### src/rtl/vbs_pkg.sv
package vbs_pkg;

  typedef enum logic [2:0] {
    SQ_IDLE = 3'd0,
    SQ_ARM  = 3'd1,
    SQ_MEAS = 3'd2,
    SQ_GAP  = 3'd3,
    SQ_DONE = 3'd4
  } seq_state_t;

  typedef struct packed {
    logic ref_en;
    logic cmp_start;
    logic cmp_reload;
    logic vt_release;
    logic pwr_dn;
  } seq_out_t;

  localparam seq_out_t SEQ_OUT_RESET = '{default: 1'b0};

endpackage

### src/rtl/vbs_man_step.sv
module vbs_man_step #(
  parameter int STAGES = 2
) (
  input  logic clk,
  input  logic rst_n,
  input  logic clr,
  input  logic ser_clk,
  input  logic ser_en,
  output logic step
);

  logic [STAGES-1:0] clk_chain;
  logic [STAGES-1:0] en_chain;
  logic              clk_prev;

  generate
    for (genvar s = 0; s < STAGES; s++) begin : g_sync
      if (s == 0) begin : g_first
        always_ff @(posedge clk or negedge rst_n) begin
          if (!rst_n) begin
            clk_chain[0] <= 1'b0;
            en_chain[0]  <= 1'b0;
          end else if (clr) begin
            clk_chain[0] <= 1'b0;
            en_chain[0]  <= 1'b0;
          end else begin
            clk_chain[0] <= ser_clk;
            en_chain[0]  <= ser_en;
          end
        end
      end else begin : g_next
        always_ff @(posedge clk or negedge rst_n) begin
          if (!rst_n) begin
            clk_chain[s] <= 1'b0;
            en_chain[s]  <= 1'b0;
          end else if (clr) begin
            clk_chain[s] <= 1'b0;
            en_chain[s]  <= 1'b0;
          end else begin
            clk_chain[s] <= clk_chain[s-1];
            en_chain[s]  <= en_chain[s-1];
          end
        end
      end
    end
  endgenerate

  always_ff @(posedge clk or negedge rst_n) begin
    if (!rst_n)   clk_prev <= 1'b0;
    else if (clr) clk_prev <= 1'b0;
    else          clk_prev <= clk_chain[STAGES-1];
  end

  assign step = clk_chain[STAGES-1] & ~clk_prev & en_chain[STAGES-1];

endmodule

### src/rtl/vbs_band_reg.sv
module vbs_band_reg #(
  parameter int BAND_W = 3
) (
  input  logic              clk,
  input  logic              rst_n,
  input  logic              clr,
  input  logic              inc,
  output logic [BAND_W-1:0] band
);

  localparam logic [BAND_W-1:0] ONE = BAND_W'(1);

  always_ff @(posedge clk or negedge rst_n) begin
    if (!rst_n)    band <= '0;
    else if (clr)  band <= '0;
    else if (inc)  band <= band + ONE;
  end

endmodule

### src/rtl/vbs_seq.sv
module vbs_seq
  import vbs_pkg::*;
#(
  parameter int BAND_W = 3
) (
  input  logic              clk,
  input  logic              rst_n,
  input  logic              clr,
  input  logic              tgt_wr,
  input  logic              ref_tick,
  input  logic              cmp_slow,
  input  logic              man_mode,
  input  logic              man_step,
  input  logic [BAND_W-1:0] band,
  output logic              band_clr,
  output logic              band_inc,
  output seq_out_t          so
);

  localparam logic [BAND_W-1:0] TOP_BAND = {BAND_W{1'b1}};

  seq_state_t st;
  logic       at_top;
  logic       decide;
  logic       climb;

  assign at_top = (band == TOP_BAND);
  assign decide = !clr && !man_mode && !tgt_wr && (st == SQ_MEAS) && ref_tick;
  assign climb  = decide && cmp_slow && !at_top;

  assign band_clr = clr || (!man_mode && tgt_wr);
  assign band_inc = man_mode ? (man_step && !clr) : climb;

  always_ff @(posedge clk or negedge rst_n) begin
    if (!rst_n) begin
      st <= SQ_IDLE;
      so <= SEQ_OUT_RESET;
    end else if (clr) begin
      st <= SQ_IDLE;
      so <= SEQ_OUT_RESET;
    end else if (man_mode) begin
      st            <= SQ_DONE;
      so.ref_en     <= 1'b0;
      so.cmp_start  <= 1'b0;
      so.cmp_reload <= 1'b0;
      so.vt_release <= 1'b1;
      so.pwr_dn     <= 1'b1;
    end else if (tgt_wr) begin
      st            <= SQ_ARM;
      so.ref_en     <= 1'b1;
      so.cmp_start  <= 1'b0;
      so.cmp_reload <= 1'b0;
      so.vt_release <= 1'b0;
      so.pwr_dn     <= 1'b0;
    end else begin
      so.cmp_reload <= 1'b0;
      unique case (st)
        SQ_ARM, SQ_GAP: begin
          if (ref_tick) begin
            st            <= SQ_MEAS;
            so.cmp_reload <= 1'b1;
            so.cmp_start  <= 1'b1;
          end
        end
        SQ_MEAS: begin
          if (ref_tick) begin
            if (cmp_slow && !at_top) begin
              st            <= SQ_GAP;
              so.cmp_reload <= 1'b1;
              so.cmp_start  <= 1'b0;
            end else begin
              st            <= SQ_DONE;
              so.ref_en     <= 1'b0;
              so.cmp_start  <= 1'b0;
              so.vt_release <= 1'b1;
              so.pwr_dn     <= 1'b1;
            end
          end
        end
        default: begin
          st <= st;
        end
      endcase
    end
  end

endmodule

### src/rtl/vco_band_seeker.sv
module vco_band_seeker
  import vbs_pkg::*;
#(
  parameter int BAND_W      = 3,
  parameter int SYNC_STAGES = 2
) (
  input  logic              clk,
  input  logic              rst_n,
  input  logic              bs_clear,
  input  logic              tgt_wr,
  input  logic              ref_tick,
  input  logic              cmp_slow,
  input  logic              man_mode,
  input  logic              man_clk,
  input  logic              man_en,
  output logic [BAND_W-1:0] band,
  output logic              ref_en,
  output logic              cmp_reload,
  output logic              cmp_start,
  output logic              vt_release,
  output logic              pwr_dn
);

  logic     man_step;
  logic     band_clr;
  logic     band_inc;
  seq_out_t so;

  vbs_man_step #(.STAGES(SYNC_STAGES)) u_step (
    .clk     (clk),
    .rst_n   (rst_n),
    .clr     (bs_clear),
    .ser_clk (man_clk),
    .ser_en  (man_en),
    .step    (man_step)
  );

  vbs_seq #(.BAND_W(BAND_W)) u_seq (
    .clk      (clk),
    .rst_n    (rst_n),
    .clr      (bs_clear),
    .tgt_wr   (tgt_wr),
    .ref_tick (ref_tick),
    .cmp_slow (cmp_slow),
    .man_mode (man_mode),
    .man_step (man_step),
    .band     (band),
    .band_clr (band_clr),
    .band_inc (band_inc),
    .so       (so)
  );

  vbs_band_reg #(.BAND_W(BAND_W)) u_band (
    .clk   (clk),
    .rst_n (rst_n),
    .clr   (band_clr),
    .inc   (band_inc),
    .band  (band)
  );

  assign ref_en     = so.ref_en;
  assign cmp_reload = so.cmp_reload;
  assign cmp_start  = so.cmp_start;
  assign vt_release = so.vt_release;
  assign pwr_dn     = so.pwr_dn;

endmodule

### config.mk
export PLATFORM = sky130hd
export DESIGN_NAME = vco_band_seeker
export DESIGN_NICKNAME = d
export VERILOG_FILES = /design/src/rtl/vbs_pkg.sv /design/src/rtl/vbs_man_step.sv /design/src/rtl/vbs_band_reg.sv /design/src/rtl/vbs_seq.sv /design/src/rtl/vco_band_seeker.sv
export SDC_FILE = /design/constraint.sdc
export NUM_CORES = 1
export LEC_CHECK = 0
export ABC_CLOCK_PERIOD_IN_PS = 1700
export BUFFER_PORTS_ARGS = -buffer_cell sky130_fd_sc_hd__buf_2
export CORE_MARGIN = 5
export CORE_UTILIZATION = 33
export DETAILED_ROUTE_END_ITERATION = 10
export GPL_ROUTABILITY_DRIVEN = 1
export PLACE_DENSITY = 0.62
export SYNTH_ARGS = -nofsm -noshare
export SYNTH_HDL_FRONTEND = slang
export SYNTH_SLANG_ARGS = --single-unit
### constraint.sdc
create_clock -name clk -period 1.7 [get_ports clk]
set_clock_uncertainty 0.1 [all_clocks]
set_input_delay 0.085 -clock clk [delete_from_list [all_inputs] [get_ports clk]]
set_output_delay 0.085 -clock clk [all_outputs]
set_load 0.02 [all_outputs]
==> metrics <==
overall routed net length=1.40 mm; CTS sink count=15; Worst-Margin Slew=0.328 ns; Hold Vio Cnt, Final=0; Mapped Area=682 um2; Global Route Usage Sum=10.7%; Syn Inst Count=57; setup tns final=-0.0617 ns; Max clock buf depth=2; Initial Utilization=34.8%; CP Data Required Time=1.77 ns; die outline width=55.5 um; Async SR Flop Fraction=100%; synth cell count leaders=dfrtp_1, nor2b_1, a21oi_1, nand2_1, nor3_1; port bufs=16; count leader, synth=dfrtp_1; Worst setup EP type=flop; Clk Latency, worst-skew pair=0.28 ns; first-pass GRT wire length=2.53 mm; Max Cap Viol=0; status=finished, violations left; cell total after placement=104; utilization after layout=49.2%; register bit count reported by yosys=15; routed len/inst=12.1 um; slowest CP cell=dfrtp_2; vias in the first global route=593; non-filler cells, final=116; CTS buffer count=3; vias per cell=4.68; initial antenna violation count=0; total power=0.000729 W; synth unique cells=21; Area Growth Syn to Fin=41.5%; Worst Hold Class=in2reg; num rows=16; Final Setup Violations=3; RSZ-0062 raised after global routing=yes; Die ar.=3080 um2; io pins=17; arrival time at the worst endpoint=1.82 ns; Tcrit/Tclk final=103%; Die Y-Extent=55.5 um; Worst Path Max Fanout=2; Avg Inst Size Synth=12.0 um2; CTS tree=done; core region area=1960 um2; register area share after synthesis=55.0%; CTS Root Cell=clkbuf_4; dpl hpwl=1.05 mm; Max Slew Vio Count=0; max incr delay on CP=0.43 ns; Layout fillers=192; Crit Path Class=reg2reg; critical-path cell list=ha_4 > ha_4 > and2b_2 > nand2_2 > o211ai_4 > mux2_4; share of the synthesized area in the top cell type=55.0%; fraction of final layout cells sized beyond drive strength 1=46.1%; routability cong.=0.749; largest net degree at the start of global routing=16; diodes inserted=0; DRC Markers=0; H-tree lvl count=1; Yosys Warn Count=0; top_reg_cell synth=dfrtp_1; worst vdd ir=0.580 mV; Reg clk slew, reported paths=0.08 ns; Tmin final=1.75 ns; Post-Syn Nets=68; Pleak=0.475 nW; synth top area cells=dfrtp_1, nor2b_1, a21oi_1, ha_1, o211ai_4; total grt overflow=0; cell mode on critical path=ha_4; Slew headroom=78.1%; largest area contributor in the netlist=dfrtp_1; antenna viol nets, final=0; DR pass1 iterations=2; violations in the final reports=negative setup slack; number of synthesized flops with an enable pin=0; Setup crit start kind=flop; PD cells=756 nW/um2; Final #Nets=101; Vias=543; 1st-iter DRT viols=6; Final WS setup=-0.0537 ns; Peak Freq=570 MHz
==> final timing paths <==
| check | to | slack (ns) | from | cells past startpoint |
|---|---|---|---|---|
| max | u_band.band[0] | -0.05 | u_band.band[0] | 6 |
| min | u_seq.so[4] | 0.04 | tgt_wr | 3 |
| max reg2reg | u_band.band[0] | -0.05 | u_band.band[0] | 6 |
| max in group asynchronous | u_band.band[1] | 1.11 | rst_n | 2 |
| min reg2reg | u_step.clk_chain[1] | 0.37 | u_step.clk_chain[0] | 1 |
| min in group asynchronous | u_seq.so[2] | 0.12 | rst_n | 2 |
==> cell usage in the layout, fill, tap and decap left out <==
cell type and instances:
buf_2 16, dfrtp_1 13, nor2b_1 7, buf_4 7, dlygate4sd3_1 6, nand2_1 5, a21oi_1 5, inv_1 3
nor3_1 3, clkbuf_4 3, o31a_2 2, mux2i_1 2, ha_4 2, dfrtp_2 2, and2b_2 1, and4bb_1 1
nand2_2 1, or3_4 1, nor3_2 1, nor2_2 1, a211oi_2 1, nand4b_1 1, o211ai_4 1, nand2b_1 1
mux2_4 1, clkbuf_1 1, buf_6 1
==> worst max-delay path: cells and delay by family (launching register included) <==
kind / cells / cell delay (ns)
adders and majority gates: 2 / 0.31
AOI/OAI and AO/OA: 1 / 0.21
and+or+nand+nor: 2 / 0.29
DFF: 1 / 0.43
muxes: 1 / 0.31
==> layer usage <==
metal,wire length (um),track usage [%]
met1,596,11.7
met4,13,2.78
met3,102,6.06
met5,0,0
met2,691,17.6
==> stage by stage <==
stage	area (um2)	hold slack, ns	setup WS (ns)
6_report	965	0.0413	-0.0537
5_1_grt	965	0.0700	-0.100
4_1_cts	931	0.0328	-0.0367
3_5_place_dp	830	-0.0896	-0.0518
3_3_place_gp	830	-0.0966	-0.0184
2_1_floorplan	689	-0.311	-0.128
==> cell type report <==
type / count / area [um2] / area share [%]
flip-flops and latches: 15 / 378 / 39.2
multi-input cells: 37 / 312 / 32.3
repair buffers: 30 / 204 / 21.1
well taps: 27 / 33.8 / 3.50
clock buffers: 4 / 26.3 / 2.72
inverters: 3 / 11.3 / 1.17
==> cell families (layout without fill, tap and decap cells) <==
group	count (synthesis)	after routing	synth area share [%]
simple gates	23	23	20.9
flops	15	15	55.0
compound gates	9	9	10.8
buf+inv	5	37	4.40
mux	3	3	5.14
fa+ha+maj	2	2	3.67
==> report_power, final <==
part / total [W] / leakage (nW) / internal, W / switching, W
registers: 0.000389 / 0.198 / 0.000376 / 0.0000130
clock network: 0.000198 / 0.0150 / 0.0000910 / 0.000107
logic: 0.000142 / 0.261 / 0.0000733 / 0.0000690
total: 0.000729 / 0.475 / 0.000540 / 0.000189
==> repair_timing <==
action | 4_1_cts | 5_1_grt
endpoints found under the setup margin | 3 | 7
hold buffers | 6 | 0
pin swaps | 2 | 0
buffers inserted | 2 | 0
gates resized for setup | 0 | 5
hold endpoints to repair | 22 | 0
==> state kept, by name, summed over array words and instances (netlist names) <==
name	cells
u_seq.so	4
u_band.band	3
u_seq.st	3
u_step.clk_chain	2
u_step.en_chain	2
u_step.clk_prev	1
No activity file was read; power rests on OpenSTA's default activity.
